==> src/rtl/sqr_pkg.sv <==
package sqr_pkg;

    // Width of one column's duplex value: at most W/2 doubled pairs plus a middle bit.
    function automatic int dup_width(input int w);
        return $clog2(w + 2);
    endfunction

    // Width of the carry passed between columns: bounded by W+1.
    function automatic int carry_width(input int w);
        return $clog2(2 * w + 3);
    endfunction

    function automatic int col_count(input int w);
        return 2 * w - 1;
    endfunction

endpackage

==> src/rtl/sqr_duplex_col.sv <==
module sqr_duplex_col #(
    parameter int W  = 8,
    parameter int K  = 0,
    parameter int DW = 4
) (
    input  logic [W-1:0]  x,
    output logic [DW-1:0] dup
);
    // Lowest index i whose partner K-i is still inside the operand.
    localparam int  LO      = (K >= W) ? (K - W + 1) : 0;
    localparam bit  HAS_MID = ((K % 2) == 0);
    localparam int  MID     = K / 2;

    logic [DW-1:0] pair_sum;

    always_comb begin
        pair_sum = '0;
        for (int i = LO; 2 * i < K; i++) begin
            pair_sum = pair_sum + DW'(x[i] & x[K-i]);
        end
    end

    // Doubling by shift; the lone middle bit squares to itself.
    always_comb begin
        dup = (pair_sum << 1) + DW'(HAS_MID ? x[MID] : 1'b0);
    end

endmodule

==> src/rtl/sqr_carry_chain.sv <==
module sqr_carry_chain #(
    parameter int W  = 8,
    parameter int DW = 4,
    parameter int CW = 5
) (
    input  logic [2*W-2:0][DW-1:0] dup,
    output logic [2*W-1:0]         sq,
    output logic [CW-2:0]          rest
);
    logic [2*W-1:0][CW-1:0] carry;

    assign carry[0] = '0;

    for (genvar k = 0; k < 2 * W - 1; k++) begin : g_col
        logic [CW-1:0] total;
        assign total        = CW'(dup[k]) + carry[k];
        assign sq[k]        = total[0];
        assign carry[k+1]   = total >> 1;
    end

    assign sq[2*W-1] = carry[2*W-1][0];
    assign rest      = carry[2*W-1][CW-1:1];

endmodule

==> src/rtl/duplex_squarer.sv <==
module duplex_squarer #(
    parameter int W = 8
) (
    input  logic [W-1:0]   x,
    output logic [2*W-1:0] sq
);
    localparam int DW   = sqr_pkg::dup_width(W);
    localparam int CW   = sqr_pkg::carry_width(W);
    localparam int NCOL = sqr_pkg::col_count(W);

    logic [NCOL-1:0][DW-1:0] col_dup;
    logic [CW-2:0]           chain_rest;

    for (genvar k = 0; k < NCOL; k++) begin : g_dup
        sqr_duplex_col #(
            .W  (W),
            .K  (k),
            .DW (DW)
        ) u_col (
            .x   (x),
            .dup (col_dup[k])
        );
    end

    sqr_carry_chain #(
        .W  (W),
        .DW (DW),
        .CW (CW)
    ) u_chain (
        .dup  (col_dup),
        .sq   (sq),
        .rest (chain_rest)
    );

endmodule

==> config.mk <==
export PLATFORM = sky130hd
export DESIGN_NAME = duplex_squarer
export DESIGN_NICKNAME = d
export VERILOG_FILES = /design/src/rtl/sqr_pkg.sv /design/src/rtl/sqr_duplex_col.sv /design/src/rtl/sqr_carry_chain.sv /design/src/rtl/duplex_squarer.sv
export SDC_FILE = /design/constraint.sdc
export NUM_CORES = 1
export LEC_CHECK = 0
export ABC_AREA = 1
export BUFFER_PORTS_ARGS = -buffer_cell sky130_fd_sc_hd__clkbuf_2
export CAP_MARGIN = 5
export CORE_MARGIN = 4
export CORE_UTILIZATION = 60
export DETAILED_ROUTE_END_ITERATION = 16
export PLACE_DENSITY = 0.84
export SETUP_SLACK_MARGIN = 0.1
export SLEW_MARGIN = 30
export SYNTH_ARGS = -nofsm -noshare
export SYNTH_HDL_FRONTEND = slang
export SYNTH_SLANG_ARGS = --single-unit
==> constraint.sdc <==
create_clock -name vclk -period 12.06
set_input_delay 1.206 -clock vclk [all_inputs]
set_output_delay 1.206 -clock vclk [all_outputs]
set_load 0.02 [all_outputs]
==> metrics.log, run 1 <==
INFO  metric route.final.wire_length = 2443 um
INFO  metric grt_setup_unrepaired = false
INFO  metric max_freq = 94.03 MHz
INFO  metric per_instance_average_area_after_synthesis = 7.265 um^2
INFO  metric layout_filler_cell_count = 184
INFO  metric num-nets-final = 262
INFO  metric detailedRoute.firstIterationViolations = 12
INFO  metric worst_setup_path_end_kind = primary output
INFO  metric grt_max_degree = 10
INFO  metric rows = 16
INFO  metric seq_cell_count = 0
INFO  metric firstDrtPassIters = 4
INFO  metric floorplan.core_area = 0.002042 mm^2
INFO  metric synth_top_cell_area_share = 29.63%
INFO  metric status = complete, no violations
INFO  metric top_level_ports = 24
INFO  metric power.leakage = 1.075 nW
INFO  metric cts_setup_buffers = 0
INFO  metric register_area = 0 um^2
INFO  metric critical_path_class = input pin to primary output
INFO  metric grt_pass1_vias = 1132
INFO  metric required = 10.85 ns
INFO  metric diodes = 0
INFO  metric die_height = 55.46 um
INFO  metric cp_data_arrival_time = 9.43 ns
INFO  metric finalCriticalPeriod = 10.64 ns
INFO  metric final_cell_mix = sky130_fd_sc_hd__inv_1, sky130_fd_sc_hd__nand2_1, sky130_fd_sc_hd__ha_1, sky130_fd_sc_hd__clkbuf_2, sky130_fd_sc_hd__fa_1
INFO  metric maxCapViolCount = 0
INFO  metric cts.hold.buffers_added = 0
INFO  metric global_route_wire_length_before_repair = 4602 um
INFO  metric commonest_non_fill_non_tap_cell_in_the_layout = sky130_fd_sc_hd__inv_1
INFO  metric gp_congestion = 0.7316
INFO  metric worstHoldStart = x[0]
INFO  metric place_hpwl = 2239 um
INFO  metric clock_buffers = 0
INFO  metric route.antenna.remaining_nets = 0
INFO  metric vias_per_cell = 4.957
INFO  metric placed_cell_area = 0.001478 mm^2
INFO  metric fin_crit_sh = 88.18%
INFO  metric power.ir.vdd_worst = 0.06798 mV
INFO  metric fraction_of_layout_cells_with_a_size_suffix_above_1 = 15.61%
INFO  metric avgRoutedWirePerCell = 10.53 um
INFO  metric synthesis.yosys.warnings = 0
INFO  metric globalRoute.totalOverflow = 0
INFO  metric slew_viol_final = 0
INFO  metric post-layout-total-power = 134.6 uW
INFO  metric dieArea = 0.003075 mm^2
INFO  metric yosys-top-cells-area = sky130_fd_sc_hd__ha_1, sky130_fd_sc_hd__fa_1, sky130_fd_sc_hd__inv_1, sky130_fd_sc_hd__nand2_1, sky130_fd_sc_hd__nand3_1
INFO  metric initial_antenna_violation_count = 0
INFO  metric drcViolationCount = 0
INFO  metric die_w = 55.46 um
INFO  metric area_delta_synth_final = 9.352%
INFO  metric route.vias.total = 1150
INFO  metric mappedNetlistNets = 241
INFO  metric timing_hold_violations_final = 0
INFO  metric cell_area_after_layout = 0.001478 mm^2
INFO  metric gr-usage-all-layers = 17.34%
INFO  metric synth.largest_area_cell = sky130_fd_sc_hd__ha_1
INFO  metric synth_area = 0.001351 mm^2
INFO  metric cp_slowest_stage_delay = 0.52 ns
INFO  metric worst_path_most_repeated_cell = sky130_fd_sc_hd__fa_1
INFO  metric crit_path_top_delay_cell = sky130_fd_sc_hd__fa_1
INFO  metric synth.lib_cells_used.distinct = 21
INFO  metric power_density = 91.06 mW/mm^2
INFO  metric setup_total_negative_slack = 0 ns
INFO  metric critPathLaunch = x[2]
INFO  metric hold_slack = 2.754 ns
INFO  metric startpoint_type = input pin
INFO  metric final_number_of_setup_violating_endpoints = 0
INFO  metric synthCells = 186
INFO  metric share_of_the_yosys_chip_area_belonging_to_registers = 0%
INFO  metric io_buffers = 23
INFO  metric timing.hold.worst.class = input pin to primary output
INFO  metric cts.repair.resized = 0
INFO  metric worstPathMaxFanout = 8
INFO  metric initial_utilization = 66.18%
## routing by layer
layer / routed length [um] / up-vias / track usage (%)
met5: 0 / - / 0
met4: 0 / 0 / 0
met3: 68 / 0 / 0.4662
met2: 1366 / 17 / 35.47
met1: 1008 / 548 / 20.86
li1: - / 585 / -
## power by group
part,internal [mW],leakage (nW),switching [mW]
clock network,0,0,0
logic,0.0503,1.07,0.0843
registers,0,0,0
## worst max-delay path: cells and delay by family
family / cells / cell delay, ns
buffers and inverters: 5 / 0.46
AND/OR/NAND/NOR: 7 / 0.52
adder cells (fa/ha/maj): 17 / 5.86
XOR/XNOR: 7 / 1.22
AO/OA/AOI/OAI: 1 / 0.16
## area by class of cell
class	instances	area (um^2)	share of cell area (%)
Tap cell	27	33.78	2.286
Multi-Input combinational cell	127	1122	75.95
Inverter	55	206.4	13.97
Timing Repair Buffer	23	115.1	7.790
## cell usage after synthesis, drive strengths merged
cell     n
inv     55
nand2   51
ha      32
fa      15
nand3   10
xor2     6
xnor2    4
nor2     3
a21oi    2
buf      2
clkbuf   2
a21o     1
a31oi    1
conb     1
nand4    1
## cells by family (layout without fill, tap and decap cells)
family	Yosys count	after routing	synth area share, %
AOI/OAI and AO/OA	4	4	1.760
xor gates and xnor gates	10	10	7.037
and+or+nand+nor	65	65	22.13
adders and majority gates	47	47	51.85
buffers and inverters	59	78	16.94
other	1	1	0.2775
## metrics by stage
step / instances / util (%) / worst slack, ns
global placement: 232 / 72.37 / 1.558
floorplan: 186 / - / 1.885
global route: 232 / 72.37 / 0.9047
finish: 232 / 72.37 / 1.425
detailed placement: 232 / 72.37 / 1.354
CTS: 232 / 72.37 / 1.359
## worst paths after layout
path / endpoint / slack (ns) / cells after the start
hold / removal: sq[0] / 2.75 / 2
setup / recovery: sq[15] / 1.42 / 37
Note: power is estimated with default switching activity, not from simulation.
==> run 2: changes to the inputs <==
--- a/config.mk
+++ b/config.mk
@@ -6,12 +6,12 @@
 export NUM_CORES = 1
 export LEC_CHECK = 0
 export ABC_AREA = 1
-export BUFFER_PORTS_ARGS = -buffer_cell sky130_fd_sc_hd__clkbuf_2
 export CAP_MARGIN = 5
 export CORE_MARGIN = 4
 export CORE_UTILIZATION = 60
 export DETAILED_ROUTE_END_ITERATION = 16
-export PLACE_DENSITY = 0.84
+export DONT_BUFFER_PORTS = 1
+export PLACE_DENSITY = 0.75
 export SETUP_SLACK_MARGIN = 0.1
 export SLEW_MARGIN = 30
 export SYNTH_ARGS = -nofsm -noshare
==> run 2 against run 1 <==
Against the previous run: sequential share of layout area unchanged; critical path depth down 2; first-iteration DRC count grew 58%; final cell count shrank 9.9%.
==> metrics.log, run 2 (synthesis results as in run 1) <==
INFO  metric gp_congestion = 0.8097 (+11%)
INFO  metric power.leakage = 0.9782 nW (-9.0%)
INFO  metric grt_pass1_vias = 1038 (-8.3%)
INFO  metric setup_total_negative_slack = 0 ns (unchanged)
INFO  metric final_cell_mix = sky130_fd_sc_hd__inv_1, sky130_fd_sc_hd__nand2_1, sky130_fd_sc_hd__ha_1, sky130_fd_sc_hd__fa_1, sky130_fd_sc_hd__nand3_1
INFO  metric global_route_wire_length_before_repair = 4374 um (-5.0%)
INFO  metric final_cells = 209 (-9.9%)
INFO  metric initial_utilization = 66.18% (unchanged)
INFO  metric layout_filler_cell_count = 196 (+6.5%)
INFO  metric cp_data_arrival_time = 9.17 ns (-0.26 ns)
INFO  metric cts.repair.resized = 0 (unchanged)
INFO  metric cp_delay_by_family_top = adder cells
INFO  metric worst_path_most_repeated_cell = sky130_fd_sc_hd__fa_1
INFO  metric grt_max_degree = 10 (unchanged)
INFO  metric crit_end = sq[15]
INFO  metric timing_hold_violations_final = 0 (unchanged)
INFO  metric route.final.wire_length = 2248 um (-8.0%)
INFO  metric num-nets-final = 239 (-8.8%)
INFO  metric cts.hold.buffers_added = 0 (unchanged)
INFO  metric cp_num_cells = 35 (-5.4%)
INFO  metric multi_input_comb_area = 0.001122 mm^2 (unchanged)
INFO  metric hold_slack = 2.412 ns (-0.3415 ns)
INFO  metric dp_worst_setup_slack = 1.637 ns (+0.2837 ns)
INFO  metric vias_per_cell = 4.852 (-2.1%)
INFO  metric max_freq = 96.36 MHz (+2.5%)
INFO  metric final_critical_path_setup_slack = 1.682 ns (+0.2573 ns)
INFO  metric critical_path_class = input pin to primary output
INFO  metric worstPathMaxFanout = 8 (unchanged)
INFO  metric io_buffers = 0 (-100%)
INFO  metric gr-usage-all-layers = 16.40% (-0.94 points)
INFO  metric power.ir.vdd_worst = 0.08453 mV (+24%)
INFO  metric critPathLaunch = x[2]
INFO  metric required = 10.85 ns (about the same)
INFO  metric register_area = 0 um^2 (unchanged)
INFO  metric dieArea = 0.003075 mm^2 (unchanged)
INFO  metric detailedRoute.firstIterationViolations = 19 (+7)
INFO  metric crit_path_top_delay_cell = sky130_fd_sc_hd__fa_1
INFO  metric status = complete, no violations
INFO  metric diodes = 0 (unchanged)
INFO  metric floorplan.core_area = 0.002042 mm^2 (unchanged)
INFO  metric drcViolationCount = 0 (unchanged)
INFO  metric clock_buffers = 0 (unchanged)
INFO  metric top_level_ports = 24 (unchanged)
INFO  metric fin_crit_sh = 86.05% (-2.1 points)
INFO  metric placed_cells_incl_taps = 209 (-9.9%)
INFO  metric fraction_of_layout_cells_with_a_size_suffix_above_1 = 4.945% (-11 points)
INFO  metric cts_setup_buffers = 0 (unchanged)
INFO  metric timing.hold.worst.class = input pin to primary output
INFO  metric post-layout-total-power = 117.3 uW (-13%)
INFO  metric slew_viol_final = 0 (unchanged)
INFO  metric crit_buf_inv = 3 (-2)
INFO  metric seq_cell_count = 0 (unchanged)
INFO  metric finalCriticalPeriod = 10.38 ns (-0.2574 ns)
INFO  metric grt_setup_unrepaired = false
INFO  metric place_hpwl = 2080 um (-7.1%)
INFO  metric area_delta_synth_final = 0.8336%
INFO  metric final_number_of_setup_violating_endpoints = 0 (unchanged)
INFO  metric die_height = 55.46 um (unchanged)
INFO  metric die_w = 55.46 um (unchanged)
INFO  metric power_density = 86.10 mW/mm^2 (-5.4%)
INFO  metric rows = 16 (unchanged)
INFO  metric globalRoute.totalOverflow = 0 (unchanged)
INFO  metric firstDrtPassIters = 4 (unchanged)
INFO  metric route.vias.total = 1014 (-12%)
INFO  metric route.antenna.remaining_nets = 0 (unchanged)
INFO  metric avgRoutedWirePerCell = 10.76 um (+2.1%)
INFO  metric initial_antenna_violation_count = 0 (unchanged)
INFO  metric worst_setup_path_end_kind = primary output
INFO  metric maxCapViolCount = 0 (unchanged)
INFO  metric commonest_non_fill_non_tap_cell_in_the_layout = sky130_fd_sc_hd__inv_1
INFO  metric cp_slowest_stage_delay = 0.51 ns (about the same)
INFO  metric startpoint_type = input pin
## run 2: changes by cell type in the layout (fill, tap and decap cells not counted)
cell / previous run / this run
sky130_fd_sc_hd__clkbuf_2: 23 / 0
## run 2: area by class of cell
type,instances,area share (%)
Multi-Input combinational cell,127,82.37
Inverter,55,15.15
Tap cell,27,2.479
## run 2: worst min path at each step
stage / endpoint / slack (ns) / cells past startpoint / from
after floorplan: sq[0] / 2.52 / 1 / x[0]
after CTS: sq[0] / 2.41 / 0 / x[0]
after global placement: sq[0] / 2.41 / 0 / x[0]
after detailed placement: sq[0] / 2.41 / 0 / x[0]
after global routing: sq[0] / 2.41 / 0 / x[0]
final: sq[0] / 2.41 / 0 / x[0]
## run 2: layer usage
layer / track usage [%] / up-vias / share of wire [%]
met1: 24.07 / 458 / 49
met5: 0 / - / 0
met4: 0.6944 / 0 / 0
li1: - / 537 / -
met2: 27.70 / 19 / 47
met3: 0.9324 / 0 / 3.9
## run 2: stage by stage
| stage | util, % | instance area, um^2 |
|---|---|---|
| global placement | 66.73 | 1363 |
| global route | 66.73 | 1363 |
| detailed placement | 66.73 | 1363 |
| CTS | 66.73 | 1363 |
| finish | 66.73 | 1363 |
| floorplan | - | 1351 |
## run 2: power by group
part           internal (mW)  switching [mW]
clock                      0               0
sequential                 0               0
combinational         0.0415          0.0758
total                 0.0415          0.0758
